==> src/rtl/hl_pkg.sv <==
package hl_pkg;
  localparam int unsigned HL_BYTE_W     = 8;
  localparam int unsigned HL_SYNC_DEPTH = 2;
  localparam int unsigned HL_CFG_PINS   = 5;
  localparam int unsigned HL_NCTRL      = 4;
  localparam int unsigned HL_IDX_CLK    = 0;
  localparam int unsigned HL_IDX_HVLD   = 1;
  localparam int unsigned HL_IDX_HRDY   = 2;
  localparam int unsigned HL_IDX_RST    = 3;
endpackage

==> src/rtl/hl_sync.sv <==
module hl_sync #(
  parameter int unsigned W      = 4,
  parameter int unsigned STAGES = 2
) (
  input  logic         clk,
  input  logic         rst,
  input  logic [W-1:0] d,
  output logic [W-1:0] q
);
  localparam int unsigned LAST = STAGES - 1;
  logic [STAGES-1:0][W-1:0] stg;

  always_ff @(posedge clk) begin
    if (rst) begin
      stg <= '0;
    end else begin
      stg[0] <= d;
      for (int i = 1; i < STAGES; i++) stg[i] <= stg[i-1];
    end
  end

  assign q = stg[LAST];
endmodule

==> src/rtl/hl_edge.sv <==
module hl_edge (
  input  logic clk,
  input  logic rst,
  input  logic lvl,
  output logic rise
);
  logic prev_q;

  always_ff @(posedge clk) begin
    if (rst) prev_q <= 1'b0;
    else     prev_q <= lvl;
  end

  assign rise = lvl & ~prev_q;

  // one strobe per link-clock high phase
  p_single_strobe_r9: assert property (@(posedge clk) disable iff (rst)
    rise |=> !rise);
endmodule

==> src/rtl/hl_rx_path.sv <==
module hl_rx_path #(
  parameter int unsigned W = 8
) (
  input  logic         clk,
  input  logic         rst,
  input  logic         strobe,
  input  logic         host_vld,
  input  logic [W-1:0] din,
  output logic         dev_rdy,
  output logic [W-1:0] data,
  output logic         valid,
  input  logic         ready
);
  logic [W-1:0] hold_q;
  logic         full_q;
  logic         rdy_q;

  always_ff @(posedge clk) begin
    if (rst) begin
      hold_q <= '0;
      full_q <= 1'b0;
      rdy_q  <= 1'b0;
    end else if (full_q) begin
      if (ready) begin
        full_q <= 1'b0;
        rdy_q  <= 1'b1;
      end
    end else if (rdy_q && strobe && host_vld) begin
      hold_q <= din;
      full_q <= 1'b1;
      rdy_q  <= 1'b0;
    end else begin
      rdy_q  <= 1'b1;
    end
  end

  assign dev_rdy = rdy_q;
  assign data    = hold_q;
  assign valid   = full_q;

  p_reset_clear_r1: assert property (@(posedge clk)
    rst |=> (!full_q && !rdy_q && hold_q == '0));
  p_capture_r2: assert property (@(posedge clk) disable iff (rst)
    (rdy_q && strobe && host_vld) |=> (full_q && hold_q == $past(din)));
  p_rdy_excl_r2: assert property (@(posedge clk) disable iff (rst)
    rdy_q |-> !full_q);
  p_hold_stable_r4: assert property (@(posedge clk) disable iff (rst)
    (full_q && !ready) |=> (full_q && $stable(hold_q)));
  p_rearm_r4: assert property (@(posedge clk) disable iff (rst)
    (full_q && ready) |=> (rdy_q && !full_q));
endmodule

==> src/rtl/hl_tx_path.sv <==
module hl_tx_path #(
  parameter int unsigned W = 8
) (
  input  logic         clk,
  input  logic         rst,
  input  logic         strobe,
  input  logic         host_rdy,
  output logic [W-1:0] dout,
  output logic         dev_vld,
  input  logic [W-1:0] data,
  input  logic         valid,
  output logic         ready
);
  logic [W-1:0] hold_q;
  logic         vld_q;

  always_ff @(posedge clk) begin
    if (rst) begin
      hold_q <= '0;
      vld_q  <= 1'b0;
    end else if (vld_q) begin
      if (strobe && host_rdy) vld_q <= 1'b0;
    end else if (valid) begin
      hold_q <= data;
      vld_q  <= 1'b1;
    end
  end

  assign dout    = hold_q;
  assign dev_vld = vld_q;
  assign ready   = ~vld_q;

  p_reset_clear_r1: assert property (@(posedge clk)
    rst |=> (!vld_q && hold_q == '0));
  p_load_r5: assert property (@(posedge clk) disable iff (rst)
    (!vld_q && valid) |=> (vld_q && hold_q == $past(data)));
  p_keep_out_r6: assert property (@(posedge clk) disable iff (rst)
    (vld_q && !(strobe && host_rdy)) |=> (vld_q && $stable(hold_q)));
  p_release_r6: assert property (@(posedge clk) disable iff (rst)
    (vld_q && strobe && host_rdy) |=> !vld_q);
  p_no_edge_hold_r7: assert property (@(posedge clk) disable iff (rst)
    (vld_q && !strobe) |=> vld_q);
endmodule

==> src/rtl/hl_endpoint.sv <==
module hl_endpoint
  import hl_pkg::*;
#(
  parameter int unsigned BYTE_W     = HL_BYTE_W,
  parameter int unsigned SYNC_DEPTH = HL_SYNC_DEPTH,
  parameter int unsigned CFG_PINS   = HL_CFG_PINS
) (
  input  logic              clk,
  input  logic              rst,
  input  logic              lnk_clk,
  input  logic              lnk_rst,
  input  logic [BYTE_W-1:0] lnk_din,
  input  logic              lnk_host_vld,
  output logic              lnk_dev_rdy,
  output logic [BYTE_W-1:0] lnk_dout,
  output logic              lnk_dev_vld,
  input  logic              lnk_host_rdy,
  output logic [BYTE_W-1:0] rx_data,
  output logic              rx_valid,
  input  logic              rx_ready,
  input  logic [BYTE_W-1:0] tx_data,
  input  logic              tx_valid,
  output logic              tx_ready,
  output logic [CFG_PINS-1:0] cfg_oe
);
  logic [HL_NCTRL-1:0] ctrl_raw;
  logic [HL_NCTRL-1:0] ctrl_s;
  logic                clk_rise;
  logic                rst_i;

  always_comb begin
    ctrl_raw              = '0;
    ctrl_raw[HL_IDX_CLK]  = lnk_clk;
    ctrl_raw[HL_IDX_HVLD] = lnk_host_vld;
    ctrl_raw[HL_IDX_HRDY] = lnk_host_rdy;
    ctrl_raw[HL_IDX_RST]  = lnk_rst;
  end

  hl_sync #(.W(HL_NCTRL), .STAGES(SYNC_DEPTH)) u_sync (
    .clk (clk),
    .rst (rst),
    .d   (ctrl_raw),
    .q   (ctrl_s)
  );

  hl_edge u_edge (
    .clk  (clk),
    .rst  (rst),
    .lvl  (ctrl_s[HL_IDX_CLK]),
    .rise (clk_rise)
  );

  assign rst_i = rst | ctrl_s[HL_IDX_RST];

  hl_rx_path #(.W(BYTE_W)) u_rx (
    .clk      (clk),
    .rst      (rst_i),
    .strobe   (clk_rise),
    .host_vld (ctrl_s[HL_IDX_HVLD]),
    .din      (lnk_din),
    .dev_rdy  (lnk_dev_rdy),
    .data     (rx_data),
    .valid    (rx_valid),
    .ready    (rx_ready)
  );

  hl_tx_path #(.W(BYTE_W)) u_tx (
    .clk      (clk),
    .rst      (rst_i),
    .strobe   (clk_rise),
    .host_rdy (ctrl_s[HL_IDX_HRDY]),
    .dout     (lnk_dout),
    .dev_vld  (lnk_dev_vld),
    .data     (tx_data),
    .valid    (tx_valid),
    .ready    (tx_ready)
  );

  assign cfg_oe = '0;
endmodule

==> config.mk <==
export PLATFORM = sky130hd
export DESIGN_NAME = hl_endpoint
export DESIGN_NICKNAME = d
export VERILOG_FILES = /design/src/rtl/hl_pkg.sv /design/src/rtl/hl_sync.sv /design/src/rtl/hl_edge.sv /design/src/rtl/hl_rx_path.sv /design/src/rtl/hl_tx_path.sv /design/src/rtl/hl_endpoint.sv
export SDC_FILE = /design/constraint.sdc
export NUM_CORES = 1
export LEC_CHECK = 0
export ABC_AREA = 1
export ABC_CLOCK_PERIOD_IN_PS = 2900
export BUFFER_PORTS_ARGS = -buffer_cell sky130_fd_sc_hd__buf_2
export CAP_MARGIN = 20
export CELL_PAD_IN_SITES_DETAIL_PLACEMENT = 1
export CELL_PAD_IN_SITES_GLOBAL_PLACEMENT = 1
export CORE_MARGIN = 3
export CORE_UTILIZATION = 35
export DETAILED_ROUTE_END_ITERATION = 7
export MAX_ROUTING_LAYER = met4
export PLACE_DENSITY = 0.88
export SYNTH_ARGS = -nofsm -noshare
export SYNTH_HDL_FRONTEND = slang
export SYNTH_SLANG_ARGS = --single-unit
==> constraint.sdc <==
create_clock -name clk -period 2.9 [get_ports clk]
set_clock_uncertainty 0.05 [all_clocks]
set_input_delay 0.435 -clock clk [delete_from_list [all_inputs] [get_ports clk]]
set_output_delay 0.435 -clock clk [all_outputs]
set_load 0.005 [all_outputs]
==> impl_metrics.prom, run 1 <==
# TYPE chip_impl_metric gauge
chip_impl_info{name="run_status",value="complete, no violations"} 1
chip_impl_metric{name="buffer_ports.inserted",unit=""} 43
chip_impl_metric{name="floorplan.core_area",unit="mm2"} 0.002853
chip_impl_metric{name="power_switching_share",unit="%"} 24.50
chip_impl_metric{name="internal-power",unit="W"} 0.0005123
chip_impl_metric{name="regToRegSetupSlack",unit="ns"} 1.81
chip_impl_info{name="worstHoldPathType",value="in2reg"} 1
chip_impl_info{name="final_cell_mix",value="sky130_fd_sc_hd__buf_2, sky130_fd_sc_hd__dfxtp_1, sky130_fd_sc_hd__nor2_1"} 1
chip_impl_metric{name="report.final.slew_viol_count",unit=""} 0
chip_impl_info{name="cp_cell_sequence",value="buf_2"} 1
chip_impl_metric{name="total_switching_power",unit="W"} 0.0001663
chip_impl_metric{name="cts_resized",unit=""} 0
chip_impl_metric{name="layout.nets",unit=""} 189
chip_impl_metric{name="worst_skew_pair.late_latency",unit="ns"} 0.33
chip_impl_metric{name="synth_compound_gate_area_share",unit="%"} 12.25
chip_impl_info{name="min_from",value="lnk_host_rdy"} 1
chip_impl_metric{name="numClockSinks",unit=""} 28
chip_impl_metric{name="routed_wire_length_per_instance",unit="um"} 12.66
chip_impl_metric{name="hold_ws",unit="ns"} 0.2427
chip_impl_metric{name="vias_per_cell",unit=""} 4.815
chip_impl_metric{name="crit_arrival",unit="ns"} 0.99
chip_impl_metric{name="drt_wl_total",unit="um"} 2468
chip_impl_info{name="worst_path_max_delay_cell",value="sky130_fd_sc_hd__dfxtp_1"} 1
chip_impl_metric{name="cp_data_required_time",unit="ns"} 2.41
chip_impl_metric{name="fmaxAchievable",unit="GHz"} 0.6793
chip_impl_metric{name="cts_max_level",unit=""} 1
chip_impl_info{name="largest_family_of_logic_cells_by_synthesized_area",value="simple AND/OR/NAND/NOR gates"} 1
chip_impl_metric{name="gr-total-overflow",unit=""} 0
chip_impl_metric{name="syn_avg_cell_area",unit="um2"} 9.019
chip_impl_metric{name="cts.hold.buffers_added",unit=""} 0
chip_impl_metric{name="grt_max_degree",unit=""} 16
chip_impl_metric{name="final_estimated_routing_congestion_in_global_placement",unit=""} 0.8365
chip_impl_metric{name="die-area",unit="mm2"} 0.003796
chip_impl_metric{name="timing.setup.tns",unit="ns"} 0
chip_impl_info{name="path_class",value="reg2out"} 1
chip_impl_metric{name="yosys.area_share.adder",unit="%"} 0
chip_impl_metric{name="netlist_area_before_placement",unit="mm2"} 0.001082
chip_impl_metric{name="drv_cap",unit=""} 0
chip_impl_metric{name="r2r_cells",unit=""} 5
chip_impl_metric{name="drt_first_pass_iters",unit=""} 4
chip_impl_info{name="tritoncts_clock_tree",value="done"} 1
chip_impl_info{name="setup.worst_path.start_class",value="flop"} 1
chip_impl_metric{name="drc",unit=""} 0
chip_impl_metric{name="vias_in_the_first_global_route",unit=""} 973
chip_impl_metric{name="synth.area.mux_share",unit="%"} 0
chip_impl_metric{name="cts_made_buffers",unit=""} 3
chip_impl_metric{name="cp.buffers_inverters",unit=""} 1
chip_impl_info{name="regToRegEndpoint",value="u_tx.dout[7]$_SDFFE_PP0P_"} 1
chip_impl_metric{name="clockPowerShare",unit="%"} 27.7
chip_impl_metric{name="finalHoldViolCount",unit=""} 0
chip_impl_metric{name="io_pins",unit=""} 49
chip_impl_metric{name="die_span_in_y",unit="um"} 61.61
chip_impl_metric{name="critical_path.max_fanout",unit=""} 4
chip_impl_metric{name="hpwlAfterDp",unit="um"} 1965
chip_impl_metric{name="insertedDiodeCount",unit=""} 0
chip_impl_metric{name="area_growth_syn_to_layout",unit="%"} 22.66
chip_impl_metric{name="sequential_element_share_of_the_synthesized_area",unit="%"} 51.79
chip_impl_metric{name="floorplan.initialDensity",unit="%"} 37.94
chip_impl_metric{name="filler_cell_count",unit=""} 363
chip_impl_metric{name="clk_pin_slew",unit="ns"} 0.14
chip_impl_metric{name="postSynthCellCount",unit=""} 120
chip_impl_metric{name="min_period",unit="ns"} 1.472
chip_impl_metric{name="layout_cells_sized_above_1",unit="%"} 40.85
chip_impl_metric{name="yosys.cell_types.count",unit=""} 15
chip_impl_metric{name="yosys_register_bits",unit=""} 28
chip_impl_metric{name="post-route-period-util",unit="%"} 50.76
chip_impl_metric{name="synth_simple_gate_area_share",unit="%"} 25.55
chip_impl_metric{name="p_leak",unit="nW"} 0.6233
chip_impl_info{name="timing.hold.worst_endpoint",value="u_sync.stg[2]$_SDFF_PP0_"} 1
chip_impl_metric{name="routed-via-count",unit=""} 939
chip_impl_metric{name="antenna_left",unit=""} 0
chip_impl_metric{name="cts-root-to-sink-buffers",unit=""} 2
chip_impl_metric{name="worst_hold_path.num_cells",unit=""} 3
chip_impl_metric{name="sequentialPowerShare",unit="%"} 60.6
chip_impl_metric{name="yosys_warning_total",unit=""} 0
chip_impl_info{name="final_common_cell",value="sky130_fd_sc_hd__buf_2"} 1
chip_impl_metric{name="comb_power_share",unit="%"} 11.7
chip_impl_info{name="setup_repair_after_global_routing_missed_its_margin",value="no"} 1
chip_impl_info{name="timing.critical_path.max_delay_family",value="flip-flops"} 1
chip_impl_metric{name="dieWidth",unit="um"} 61.61
chip_impl_metric{name="synth_xor_xnor_area_share",unit="%"} 0
chip_impl_metric{name="post_cts_buffers",unit=""} 0
chip_impl_metric{name="grt_first_pass_wirelength",unit="um"} 4077
chip_impl_metric{name="initial_drt_markers",unit=""} 45
chip_impl_info{name="clock-root-buffer",value="sky130_fd_sc_hd__clkbuf_4"} 1
chip_impl_metric{name="grtUsageTotal",unit="%"} 15.27
chip_impl_metric{name="setup_viol",unit=""} 0
chip_impl_info{name="cp-end-kind",value="output port"} 1
chip_impl_metric{name="max_stage_delay",unit="ns"} 0.49
chip_impl_info{name="r2r-start",value="u_tx.dev_vld$_SDFF_PP0_"} 1
chip_impl_metric{name="powerDensity",unit="mW/mm2"} 511.1
chip_impl_metric{name="placementRows",unit=""} 19
chip_impl_metric{name="antenna_violations_before_repair",unit=""} 0
chip_impl_metric{name="ir_worst_vdd",unit="mV"} 0.2323
cell families after synthesis:
group                  after synthesis
and+or+nand+nor                     52
DFF                                 28
buffers and inverters               20
AOI/OAI and AO/OA                   19
other                                1
metal layers:
layer / share of wire [%] / vias to the layer above / GRT usage [%] / wire [um]
met1: 42 / 443 / 15.57 / 1026
li1: - / 456 / - / -
met3: 6.2 / 7 / 3.354 / 152
met5: 0 / - / - / 0
met4: 2.5 / 0 / 7.273 / 61
met2: 50 / 33 / 27.35 / 1228
synthesized netlist by cell type:
cell | number | area, um2
sky130_fd_sc_hd__nor2_1 | 25 | 93.84
sky130_fd_sc_hd__dfxtp_1 | 28 | 560.5
sky130_fd_sc_hd__nand3_1 | 9 | 45.04
sky130_fd_sc_hd__conb_1 | 1 | 3.750
sky130_fd_sc_hd__nand2_1 | 12 | 45.04
sky130_fd_sc_hd__buf_4 | 5 | 37.54
sky130_fd_sc_hd__a21oi_2 | 10 | 87.58
sky130_fd_sc_hd__nor2_8 | 3 | 60.06
sky130_fd_sc_hd__nand2_8 | 1 | 20.02
sky130_fd_sc_hd__o21ai_1 | 8 | 40.04
sky130_fd_sc_hd__buf_6 | 2 | 22.52
sky130_fd_sc_hd__a21oi_1 | 1 | 5.000
sky130_fd_sc_hd__nand2_2 | 2 | 12.51
sky130_fd_sc_hd__inv_1 | 9 | 33.78
sky130_fd_sc_hd__inv_2 | 4 | 15.01
registers in the layout, summed over array words and instances (netlist names):
register       flops
u_tx.dout          8
u_edge.prev_q      1
u_rx.data          8
u_sync.q           4
u_rx.valid         1
u_sync.stg         4
u_tx.dev_vld       1
u_rx.dev_rdy       1
worst max path at each step:
stage	startpoint	to	cells after the start
finish	u_rx.valid$_SDFF_PP0_	rx_valid	1
global route	u_rx.valid$_SDFF_PP0_	rx_valid	1
detailed placement	rst	u_rx.data[3]$_SDFFE_PP0P_	4
floorplan	rst	u_tx.dev_vld$_SDFF_PP0_	5
CTS	u_rx.valid$_SDFF_PP0_	rx_valid	1
global placement	rst	u_rx.data[3]$_SDFFE_PP0P_	4
final cells by class:
type	instances	area [um2]	share of cell area (%)
inverter	13	48.80	3.676
multi-input combinational	76	427.9	32.23
clock buffer	4	36.28	2.733
tap	31	38.79	2.922
sequential	28	560.5	42.22
timing repair buffer	43	215.2	16.21
power groups by stage:
stage | clock network, W | registers (W) | logic (W)
finish | 0.000188 | 0.000411 | 0.0000794
floorplan | 0 | 0.000420 | 0.0000496
detailed placement | 0 | 0.000420 | 0.0000808
CTS | 0.000195 | 0.000412 | 0.0000812
global route | 0.000215 | 0.000414 | 0.0000900
global placement | 0 | 0.000419 | 0.0000762
worst reg2reg max path, delay by kind of cell, from the launching register on:
| family | cells | cell delay (ns) |
|---|---|---|
| flops | 1 | 0.41 |
| simple gates | 3 | 0.36 |
| buf+inv | 2 | 0.17 |
through the flow:
step	total power (W)	instance area, um2	setup WS [ns]	util [%]	instances
floorplan	0.0004699	1097	1.849	-	124
global placement	0.0004955	1291	1.701	45.26	191
detailed placement	0.0005006	1291	1.668	45.26	191
CTS	0.0006883	1328	1.401	46.54	195
global route	0.0007194	1328	1.343	46.54	195
finish	0.0006785	1328	1.428	46.54	195
(Power assumes the default switching activity.)
==> run 2, diff against run 1 <==
Settings changed: ABC_CLOCK_PERIOD_IN_PS 2900 to 1400, CORE_UTILIZATION 35 to 32, PLACE_DENSITY 0.88 to 0.82.
Clock period 2.9 ns to 1.4 ns, I/O delays scaled along.
==> impl_metrics.prom, run 2 (synthesized netlist as in run 1, its figures left out) <==
# TYPE chip_impl_metric gauge
chip_impl_metric{name="antenna_violations_before_repair",unit=""} 0
chip_impl_metric{name="layout_setup_ws",unit="ns"} 0.1330
chip_impl_metric{name="post-route-period-util",unit="%"} 90.50
chip_impl_metric{name="drt_first_pass_iters",unit=""} 4
chip_impl_metric{name="cts_resized",unit=""} 0
chip_impl_metric{name="hpwlAfterDp",unit="um"} 2087
chip_impl_metric{name="io_pins",unit=""} 49
chip_impl_metric{name="vias_per_cell",unit=""} 4.333
chip_impl_metric{name="placedCellCount",unit=""} 204
chip_impl_metric{name="cp_data_required_time",unit="ns"} 1.14
chip_impl_info{name="tritoncts_clock_tree",value="done"} 1
chip_impl_metric{name="dieWidth",unit="um"} 64.16
chip_impl_metric{name="drt_wl_total",unit="um"} 2575
chip_impl_info{name="clock-root-buffer",value="sky130_fd_sc_hd__clkbuf_4"} 1
chip_impl_metric{name="die-area",unit="mm2"} 0.004116
chip_impl_info{name="final_cell_mix",value="sky130_fd_sc_hd__buf_2, sky130_fd_sc_hd__dfxtp_1, sky130_fd_sc_hd__nor2_1"} 1
chip_impl_metric{name="antenna_left",unit=""} 0
chip_impl_metric{name="grt_max_degree",unit=""} 17
chip_impl_metric{name="ir_worst_vdd",unit="mV"} 0.5029
chip_impl_metric{name="max_stage_delay",unit="ns"} 0.50
chip_impl_metric{name="drc",unit=""} 0
chip_impl_info{name="setup_repair_after_global_routing_missed_its_margin",value="no"} 1
chip_impl_metric{name="cts_made_buffers",unit=""} 3
chip_impl_metric{name="routed-via-count",unit=""} 910
chip_impl_info{name="cp_cell_sequence",value="buf_2"} 1
chip_impl_metric{name="initial_drt_markers",unit=""} 55
chip_impl_metric{name="grtUsageTotal",unit="%"} 13.86
chip_impl_metric{name="fmaxAchievable",unit="GHz"} 0.7893
chip_impl_info{name="path_class",value="reg2out"} 1
chip_impl_metric{name="buffer_ports.inserted",unit=""} 43
chip_impl_metric{name="cp.buffers_inverters",unit=""} 1
chip_impl_metric{name="report.final.slew_viol_count",unit=""} 0
chip_impl_metric{name="layout.nets",unit=""} 191
chip_impl_metric{name="cts-root-to-sink-buffers",unit=""} 2
chip_impl_info{name="worstHoldPathType",value="in2reg"} 1
chip_impl_metric{name="final_cells",unit=""} 210
chip_impl_metric{name="filler_cell_count",unit=""} 394
chip_impl_metric{name="cts.hold.buffers_added",unit=""} 2
chip_impl_metric{name="die_span_in_y",unit="um"} 64.16
chip_impl_metric{name="insertedDiodeCount",unit=""} 0
chip_impl_metric{name="routed_wire_length_per_instance",unit="um"} 12.26
chip_impl_metric{name="crit_arrival",unit="ns"} 1.01
chip_impl_info{name="worst_path_max_delay_cell",value="sky130_fd_sc_hd__dfxtp_1"} 1
chip_impl_metric{name="area_growth_syn_to_layout",unit="%"} 27.51
chip_impl_metric{name="floorplan.core_area",unit="mm2"} 0.003128
chip_impl_metric{name="final_estimated_routing_congestion_in_global_placement",unit=""} 0.7827
chip_impl_metric{name="finalHoldViolCount",unit=""} 0
chip_impl_metric{name="post_cts_buffers",unit=""} 0
chip_impl_metric{name="setup_viol",unit=""} 0
chip_impl_metric{name="powerDensity",unit="mW/mm2"} 1126
chip_impl_metric{name="floorplan.initialDensity",unit="%"} 34.60
chip_impl_info{name="cp-end-kind",value="output port"} 1
chip_impl_metric{name="gr-total-overflow",unit=""} 0
chip_impl_metric{name="critical_path.max_fanout",unit=""} 4
chip_impl_metric{name="place_ws",unit="ns"} 0.3170
chip_impl_metric{name="numClockSinks",unit=""} 28
chip_impl_info{name="setup.worst_path.start_class",value="flop"} 1
chip_impl_metric{name="timing.setup.tns",unit="ns"} 0
chip_impl_metric{name="vias_in_the_first_global_route",unit=""} 981
chip_impl_info{name="timing.critical_path.max_delay_family",value="flip-flops"} 1
chip_impl_metric{name="worst_skew_pair.late_latency",unit="ns"} 0.34
chip_impl_info{name="run_status",value="complete, no violations"} 1
chip_impl_info{name="final_common_cell",value="sky130_fd_sc_hd__buf_2"} 1
chip_impl_metric{name="drv_cap",unit=""} 0
chip_impl_metric{name="placementRows",unit=""} 20
chip_impl_metric{name="p_leak",unit="nW"} 0.6386
chip_impl_metric{name="cts_max_level",unit=""} 1
chip_impl_metric{name="final_util",unit="%"} 44.12
chip_impl_metric{name="clk_pin_slew",unit="ns"} 0.15
chip_impl_metric{name="totalPowerFinal",unit="W"} 0.001553
chip_impl_metric{name="min_period",unit="ns"} 1.267
chip_impl_metric{name="grt_first_pass_wirelength",unit="um"} 4347
chip_impl_metric{name="layout_cells_sized_above_1",unit="%"} 40.36
run 2: path summary, 6_finish.rpt:
kind / start / to / slack (ns) / cells past startpoint
worst min register to register: u_sync.stg[1]$_SDFF_PP0_ / u_sync.q[1]$_SDFF_PP0_ / 0.37 / 2
worst max-delay path: u_rx.valid$_SDFF_PP0_ / rx_valid / 0.13 / 1
worst max register to register: u_rx.dev_rdy$_SDFFE_PP0P_ / u_rx.data[5]$_SDFFE_PP0P_ / 0.31 / 5
worst min-delay path: lnk_host_vld / u_sync.stg[1]$_SDFF_PP0_ / 0.02 / 3
run 2: metal layers:
layer / wire [um] / up-vias / GRT usage (%)
met2: 1361 / 30 / 25.81
met3: 195 / 3 / 4.218
li1: - / 455 / -
met5: 0 / - / -
met1: 984 / 422 / 13.53
met4: 33 / 0 / 4.749
run 2: cell type report:
cell class                 instances  area (um2)  area share (%)
clock buffer                       3       22.52           1.632
clock inverter                     1       30.03           2.176
inverter                          13       48.80           3.536
multi-input combinational         76       427.9           31.01
sequential                        28       560.5           40.62
tap                               44       55.05           3.989
timing repair buffer              45       235.2           17.04
run 2: power by group:
group | internal [W] | switching (W)
combinational | 0.0000728 | 0.0000976
clock | 0.000290 | 0.000241
sequential | 0.000833 | 0.0000192
total | 0.00120 | 0.000358
run 2: through the flow:
stage / area (um2) / hold slack, ns
CTS: 1380 / 0.005309
global placement: 1308 / 0.3426
floorplan: 1097 / 0.2670
detailed placement: 1308 / 0.3471
finish: 1380 / 0.01668
global route: 1380 / 0.006282
